File: config.mk
export PLATFORM = sky130hd
export DESIGN_NAME = seq_divider
export DESIGN_NICKNAME = d
export VERILOG_FILES = /design/src/rtl/div_pkg.sv /design/src/rtl/div_trial_sub.sv /design/src/rtl/div_ctrl.sv /design/src/rtl/div_datapath.sv /design/src/rtl/seq_divider.sv
export SDC_FILE = /design/constraint.sdc
export NUM_CORES = 1
export LEC_CHECK = 0
export ABC_AREA = 1
export BUFFER_PORTS_ARGS = -buffer_cell sky130_fd_sc_hd__buf_2
export CORE_UTILIZATION = 50
export CTS_BUF_LIST = sky130_fd_sc_hd__clkbuf_8
export DETAILED_ROUTE_END_ITERATION = 8
export PLACE_DENSITY = 0.71
export SLEW_MARGIN = 25
export SYNTH_ARGS = -nofsm -noshare
export SYNTH_HDL_FRONTEND = slang
export SYNTH_SLANG_ARGS = --single-unit
File: constraint.sdc
create_clock -name clk -period 6.65 [get_ports clk]
set_input_delay 1.33 -clock clk [delete_from_list [all_inputs] [get_ports clk]]
set_output_delay 1.33 -clock clk [all_outputs]
set_load 0.02 [all_outputs]
File: src/rtl/div_pkg.sv
package div_pkg;
  typedef enum logic [1:0] {
    ST_IDLE = 2'd0,
    ST_RUN  = 2'd1,
    ST_FIX  = 2'd2
  } div_state_e;
endpackage

File: src/rtl/div_trial_sub.sv
module div_trial_sub #(
  parameter int W = 32
) (
  input  logic [W:0]   upper,
  input  logic [W-1:0] dvsr,
  output logic         keep,
  output logic [W-1:0] next_hi
);
  localparam int SW = W + 1;

  // Trial difference; the partial remainder is below 2*dvsr, so W+1 bits
  // of two's complement always hold the true sign.
  function automatic logic [SW-1:0] trial_diff(input logic [SW-1:0] a,
                                               input logic [W-1:0]  d);
    return a - {1'b0, d};
  endfunction

  // Restore path: a negative trial means the top bit of upper was clear.
  function automatic logic [W-1:0] pick_hi(input logic          ok,
                                           input logic [SW-1:0] diff,
                                           input logic [SW-1:0] a);
    return ok ? diff[W-1:0] : a[W-1:0];
  endfunction

  logic [SW-1:0] diff;

  always_comb begin
    diff    = trial_diff(upper, dvsr);
    keep    = ~diff[SW-1];
    next_hi = pick_hi(keep, diff, upper);
  end
endmodule

File: src/rtl/div_ctrl.sv
module div_ctrl
  import div_pkg::*;
#(
  parameter int W = 32
) (
  input  logic clk,
  input  logic rst_n,
  input  logic start,
  output logic load,
  output logic step,
  output logic finish,
  output logic busy,
  output logic done
);
  localparam int CW = (W > 1) ? $clog2(W) : 1;
  localparam logic [CW-1:0] LAST = CW'(W - 1);

  div_state_e    st_q;
  logic [CW-1:0] cnt_q;
  logic          last_step;

  assign load      = start && (st_q == ST_IDLE);
  assign step      = (st_q == ST_RUN);
  assign finish    = (st_q == ST_FIX);
  assign busy      = (st_q != ST_IDLE);
  assign last_step = step && (cnt_q == LAST);

  always_ff @(posedge clk or negedge rst_n) begin
    if (!rst_n) begin
      st_q  <= ST_IDLE;
      cnt_q <= '0;
      done  <= 1'b0;
    end else begin
      done <= finish;
      case (st_q)
        ST_IDLE: begin
          if (load) begin
            st_q  <= ST_RUN;
            cnt_q <= '0;
          end
        end
        ST_RUN: begin
          cnt_q <= cnt_q + 1'b1;
          if (last_step) st_q <= ST_FIX;
        end
        ST_FIX:  st_q <= ST_IDLE;
        default: st_q <= ST_IDLE;
      endcase
    end
  end
endmodule

File: src/rtl/div_datapath.sv
module div_datapath #(
  parameter int W = 32
) (
  input  logic         clk,
  input  logic         rst_n,
  input  logic         load,
  input  logic         step,
  input  logic         finish,
  input  logic [W-1:0] dividend,
  input  logic [W-1:0] divisor,
  output logic         keep,
  output logic [W-1:0] quotient,
  output logic [W-1:0] remainder,
  output logic         div_by_zero
);
  localparam int AW = 2 * W + 1;   // overflow bit + upper half + lower half

  logic [AW-1:0] acc_q;
  logic [W-1:0]  dvsr_q;
  logic          zero_pend_q;
  logic [W-1:0]  next_hi;

  // Upper part including the bit pushed out by the previous left shift.
  function automatic logic [W:0] upper_of(input logic [AW-1:0] a);
    return a[AW-1:W];
  endfunction

  // The loop shifts once too often; dropping one bit restores the remainder.
  function automatic logic [W-1:0] fix_rem(input logic [AW-1:0] a);
    return a[AW-1:W+1];
  endfunction

  div_trial_sub #(.W(W)) u_trial (
    .upper   (upper_of(acc_q)),
    .dvsr    (dvsr_q),
    .keep    (keep),
    .next_hi (next_hi)
  );

  always_ff @(posedge clk or negedge rst_n) begin
    if (!rst_n) begin
      acc_q       <= '0;
      dvsr_q      <= '0;
      zero_pend_q <= 1'b0;
      quotient    <= '0;
      remainder   <= '0;
      div_by_zero <= 1'b0;
    end else begin
      if (load) begin
        acc_q       <= {{W{1'b0}}, dividend, 1'b0};   // load with first shift
        dvsr_q      <= divisor;
        zero_pend_q <= (divisor == '0);
      end else if (step) begin
        acc_q <= {next_hi, acc_q[W-1:0], keep};
      end
      if (finish) begin
        quotient    <= acc_q[W-1:0];
        remainder   <= fix_rem(acc_q);
        div_by_zero <= zero_pend_q;
      end
    end
  end
endmodule

File: src/rtl/seq_divider.sv
module seq_divider #(
  parameter int W = 32
) (
  input  logic         clk,
  input  logic         rst_n,
  input  logic         start,
  input  logic [W-1:0] dividend,
  input  logic [W-1:0] divisor,
  output logic         busy,
  output logic         done,
  output logic [W-1:0] quotient,
  output logic [W-1:0] remainder,
  output logic         div_by_zero
);
  logic evt_load;
  logic evt_step;
  logic evt_finish;
  logic evt_keep;

  div_ctrl #(.W(W)) u_ctrl (
    .clk    (clk),
    .rst_n  (rst_n),
    .start  (start),
    .load   (evt_load),
    .step   (evt_step),
    .finish (evt_finish),
    .busy   (busy),
    .done   (done)
  );

  div_datapath #(.W(W)) u_dp (
    .clk         (clk),
    .rst_n       (rst_n),
    .load        (evt_load),
    .step        (evt_step),
    .finish      (evt_finish),
    .dividend    (dividend),
    .divisor     (divisor),
    .keep        (evt_keep),
    .quotient    (quotient),
    .remainder   (remainder),
    .div_by_zero (div_by_zero)
  );
endmodule

==> metrics.md <==
| Metric | Value |
|---|---|
| Status | `completed` |
| # IOs | `roughly 130` |
| Minimum clock period | `3.96 ns` |
| CTS-repair resized insts | `0` |
| Post-Synthesis Cell Area | `0.00944 sq mm` |
| Slowest CP cell | `clkinv_1` |
| Fill count | `1712` |
| Count of clock tree sinks | `171` |
| Number of cells on the critical path | `6` |
| Worst hold-check path type | `reg -> reg` |
| Lkg Pwr | `roughly 5.7 nW` |
| Seq cells post-synth | `171` |
| Worst path bufs/invs | `3` |
| Worst setup SP type | `flip-flop` |
| Met3 wire length | `between 1 and 1.5 mm` |
| CTS root buffer | `clkbuf_8` |
| Final ANT Viol Nets | `0` |
| Worst path cell trace | `inv_1 > nand2_2 > inv_2 > nor2_4 > clkinv_1 > o221ai_1` |
| Register area share after synthesis | `0.453` |
| H-tree depth | `4` |
| Main flop type after synthesis | `dfrtp_1` |
| Non-Filler Instances | `around 1.6k` |
| Clock power share | `0.121` |
| Worst setup path endpoint | `u_dp.acc_q[26]` |
| Post-synth EDFFs | `0` |
| Core ar. | `between 0.015 and 0.02 sq mm` |
| DR WL met2 | `roughly 9.9 mm` |
| Top Layer Used | `met4` |
| TritonRoute pass-1 iters | `5` |
| First-pass GRT wire length | `approximately 39 mm` |
| Max cap viols | `0` |
| Slew HR | `0.347` |
| Synth warn | `0` |
| Reg power frac | `0.265` |
| WL/cell | `between 10 and 15 um` |
| Sw frac | `0.513` |
| Pre-CTS WS | `2.17 ns` |
| Int Pwr | `about 0.0030 W` |
| TritonCTS clock tree | `yes` |
| Max-slew violation count | `0` |
| Worst r2r src | `u_ctrl.st_q[1]` |
| Worst Hold Depth | `2` |
| GR Overflow Total | `0` |
| Mapped Nets | `roughly 1.4k` |
| Gate Count Post-Synth | `1259` |
| Psw | `~0.0032 W` |
| Yosys top cell area share | `0.453` |
| Nets | `around 1.5k` |
| Die Width | `between 100 and 150 um` |
| Dpl cells | `roughly 1.6k` |
| F_max | `~0.25 GHz` |
| CP endpoint kind | `flip-flop` |
| Initial antenna violation count | `0` |
| Unrepaired setup endpoints after global routing | `false` |
| GRT Total Usage | `0.254` |
| Reg2reg path depth | `6` |
| # hold bufs at CTS | `0` |
| Reg2reg setup slack | `2.69 ns` |
| Area contributors post-synth | `dfrtp_1 45%, nand2_1 19%, inv_1 7.7%` |
| Share of layout cells above drive strength 1 | `0.146` |
| Wire length on met1 | `11.3 mm` |
| Chip height | `between 100 and 150 um` |
| Mean cell area of the mapped netlist | `between 7 and 8 sq um` |
| Clock slew seen by the registers of the worst setup and hold paths | `0.10 ns` |
| Power Dens Cells | `approximately 590 mW/mm^2` |
| VDD IR max | `approximately 240 uV` |
| Post-synth ARST share | `1.00` |
| CP required | `about 7.0 ns` |
| 1st-iter DRT viols | `513` |
| Post-synthesis cell type count | `40` |
| Largest net degree at the start of global routing | `around 80` |
| Dpl hpwl | `around 17 mm` |
| Crit-path max FO | `37` |
| DRC violation count after routing | `0` |
| Final hold violations | `0` |
| Placer Congestion | `just over 0.9` |
| Via Count | `8318` |
| Initial Util | `0.518` |
| # setup viols final | `0` |
| Least-Margin Pin Slew | `0.973 ns` |
| Fin util | `0.583` |
| Final setup margin | `about 2.7 ns` |
| Port Buffers | `133` |
| Row count | `slightly below 50` |
| DRT Wirelength | `23.0 mm` |
| Crit share post-route | `0.595` |
| Leading area contributor after synthesis | `dfrtp_1` |
| Fin Setup TNS | `0 ns` |
| Post-CTS Setup Bufs | `0` |
| DR vias/cell | `between 5 and 6` |
| Total die area | `approximately 0.019 sq mm` |
| CTS Buf Count | `17` |
| Critical path origin | `u_ctrl.st_q[1]` |
| Reg-to-reg endpoint | `u_dp.acc_q[26]` |
| Area grow syn2layout | `12.5%` |
| Clock Skews | `0.0141 ns` |
| Clk buf depth | `2` |
| Critical Path AT | `roughly 4.3 ns` |
| Top delay family on crit path | `buffers and inverters` |
| CP max stage delay | `1.04 ns` |
| CP Class | `reg -> reg` |
| Comb pwr share | `0.614` |
| Diode count | `0` |
| Vias in the first global route | `about 8k` |
| Clk_lat worst skew | `0.49 ns` |
## layer usage
layer | GRT usage | vias up
li1 | - | 4194
met1 | 0.371 | 3846
met2 | 0.385 | 243
met3 | 0.0437 | 35
met4 | 0.0743 | 0
met5 | 0 | -
## cell type report
cell class | instances | area (sq um) | share of cell area
Tap cell | 229 | 287 | 0.0270
Sequential cell | 171 | 4280 | 0.403
Timing Repair Buffer | 137 | 702 | 0.0661
Inverter | 201 | 756 | 0.0712
Multi-Input combinational cell | 847 | 4190 | 0.395
Clock inverter | 15 | 171 | 0.0161
Clock buffer | 17 | 234 | 0.0220
## layout by cell type (no fill, tap or decap), types with 3 or more instances in the layout
cell,Yosys,final
ha_1,34,34
nor3_1,5,5
o21bai_1,4,4
o221ai_1,32,32
and2_1,4,4
o21ai_0,96,96
inv_8,0,5
nand2_2,16,16
a21oi_1,21,21
buf_2,0,132
inv_1,193,192
nand3_1,64,64
buf_4,0,4
nand4_1,10,10
nor2_1,44,44
dfrtp_1,171,171
nor2_2,3,3
a21o_1,3,3
nand2_1,467,467
clkbuf_8,1,17
inv_2,7,7
nor4_1,7,7
xnor2_1,15,15
nand3b_1,5,5
## metrics by stage
step           instance area [sq um]  power (W)  hold WS, ns
5_1_grt                        10600    0.00686        0.503
3_5_place_dp                   10200    0.00546        0.454
4_1_cts                        10600    0.00623        0.479
6_report                       10600    0.00624        0.476
3_3_place_gp                   10200    0.00538        0.454
2_1_floorplan                   9440    0.00464        0.447
## worst min-delay path by stage
stage / endpoint / start / slack, ns
6_report: u_dp.div_by_zero / u_dp.div_by_zero / 0.48
2_1_floorplan: u_dp.zero_pend_q / u_dp.zero_pend_q / 0.45
3_5_place_dp: u_dp.remainder[28] / u_dp.remainder[28] / 0.45
3_3_place_gp: u_dp.remainder[27] / u_dp.remainder[27] / 0.45
4_1_cts: u_dp.remainder[28] / u_dp.remainder[28] / 0.48
5_1_grt: u_dp.quotient[3] / u_dp.quotient[3] / 0.50
## cells by family (layout without fill, tap and decap cells)
kind of cell / count (synthesis) / in the layout / share of synthesized area
AOI/OAI and AO/OA: 163 / 163 / 0.103
xor gates and xnor gates: 17 / 17 / 0.0158
adders and majority gates: 35 / 35 / 0.0472
buffers and inverters: 241 / 370 / 0.102
DFF: 171 / 171 / 0.453
and+or+nand+nor: 632 / 632 / 0.278
## power groups by stage
stage               Combinational [W]  Clock [W]  Sequential [W]
floorplan                     0.00298          0         0.00166
global placement              0.00373          0         0.00166
detailed placement            0.00379          0         0.00167
CTS                           0.00381   0.000766         0.00165
global route                  0.00436   0.000807         0.00169
finish                        0.00383   0.000753         0.00165
## tightest hold or removal path, cell delays in order (launching register included)
cell	delay, ns
dfrtp_1	0.35
nand2_1	0.05
nand2_1	0.04
## state kept, by name, summed over array words and instances, names as in the netlist, 2 cells and up
| signal | flops |
|---|---|
| u_dp.acc_q | 65 |
| u_dp.dvsr_q | 32 |
| u_dp.quotient | 32 |
| u_dp.remainder | 32 |
| u_ctrl.cnt_q | 5 |
| u_ctrl.st_q | 2 |
## synth_stat cells, types with 3 or more instances
library cell and instances:
dfrtp_1 171, xnor2_1 15, nand4_1 10, a21o_1 3
nor2_2 3, nor3_1 5, nand2_2 16, o21bai_1 4
nand3b_1 5, and2_1 4, o221ai_1 32, nor2_1 44
inv_2 7, o21ai_0 96, nand3_1 64, buf_1 3
nor4_1 7, buf_6 4, a21oi_1 21, ha_1 34
inv_1 193, clkbuf_1 29, nand2_1 467
(Power assumes the default switching activity.)
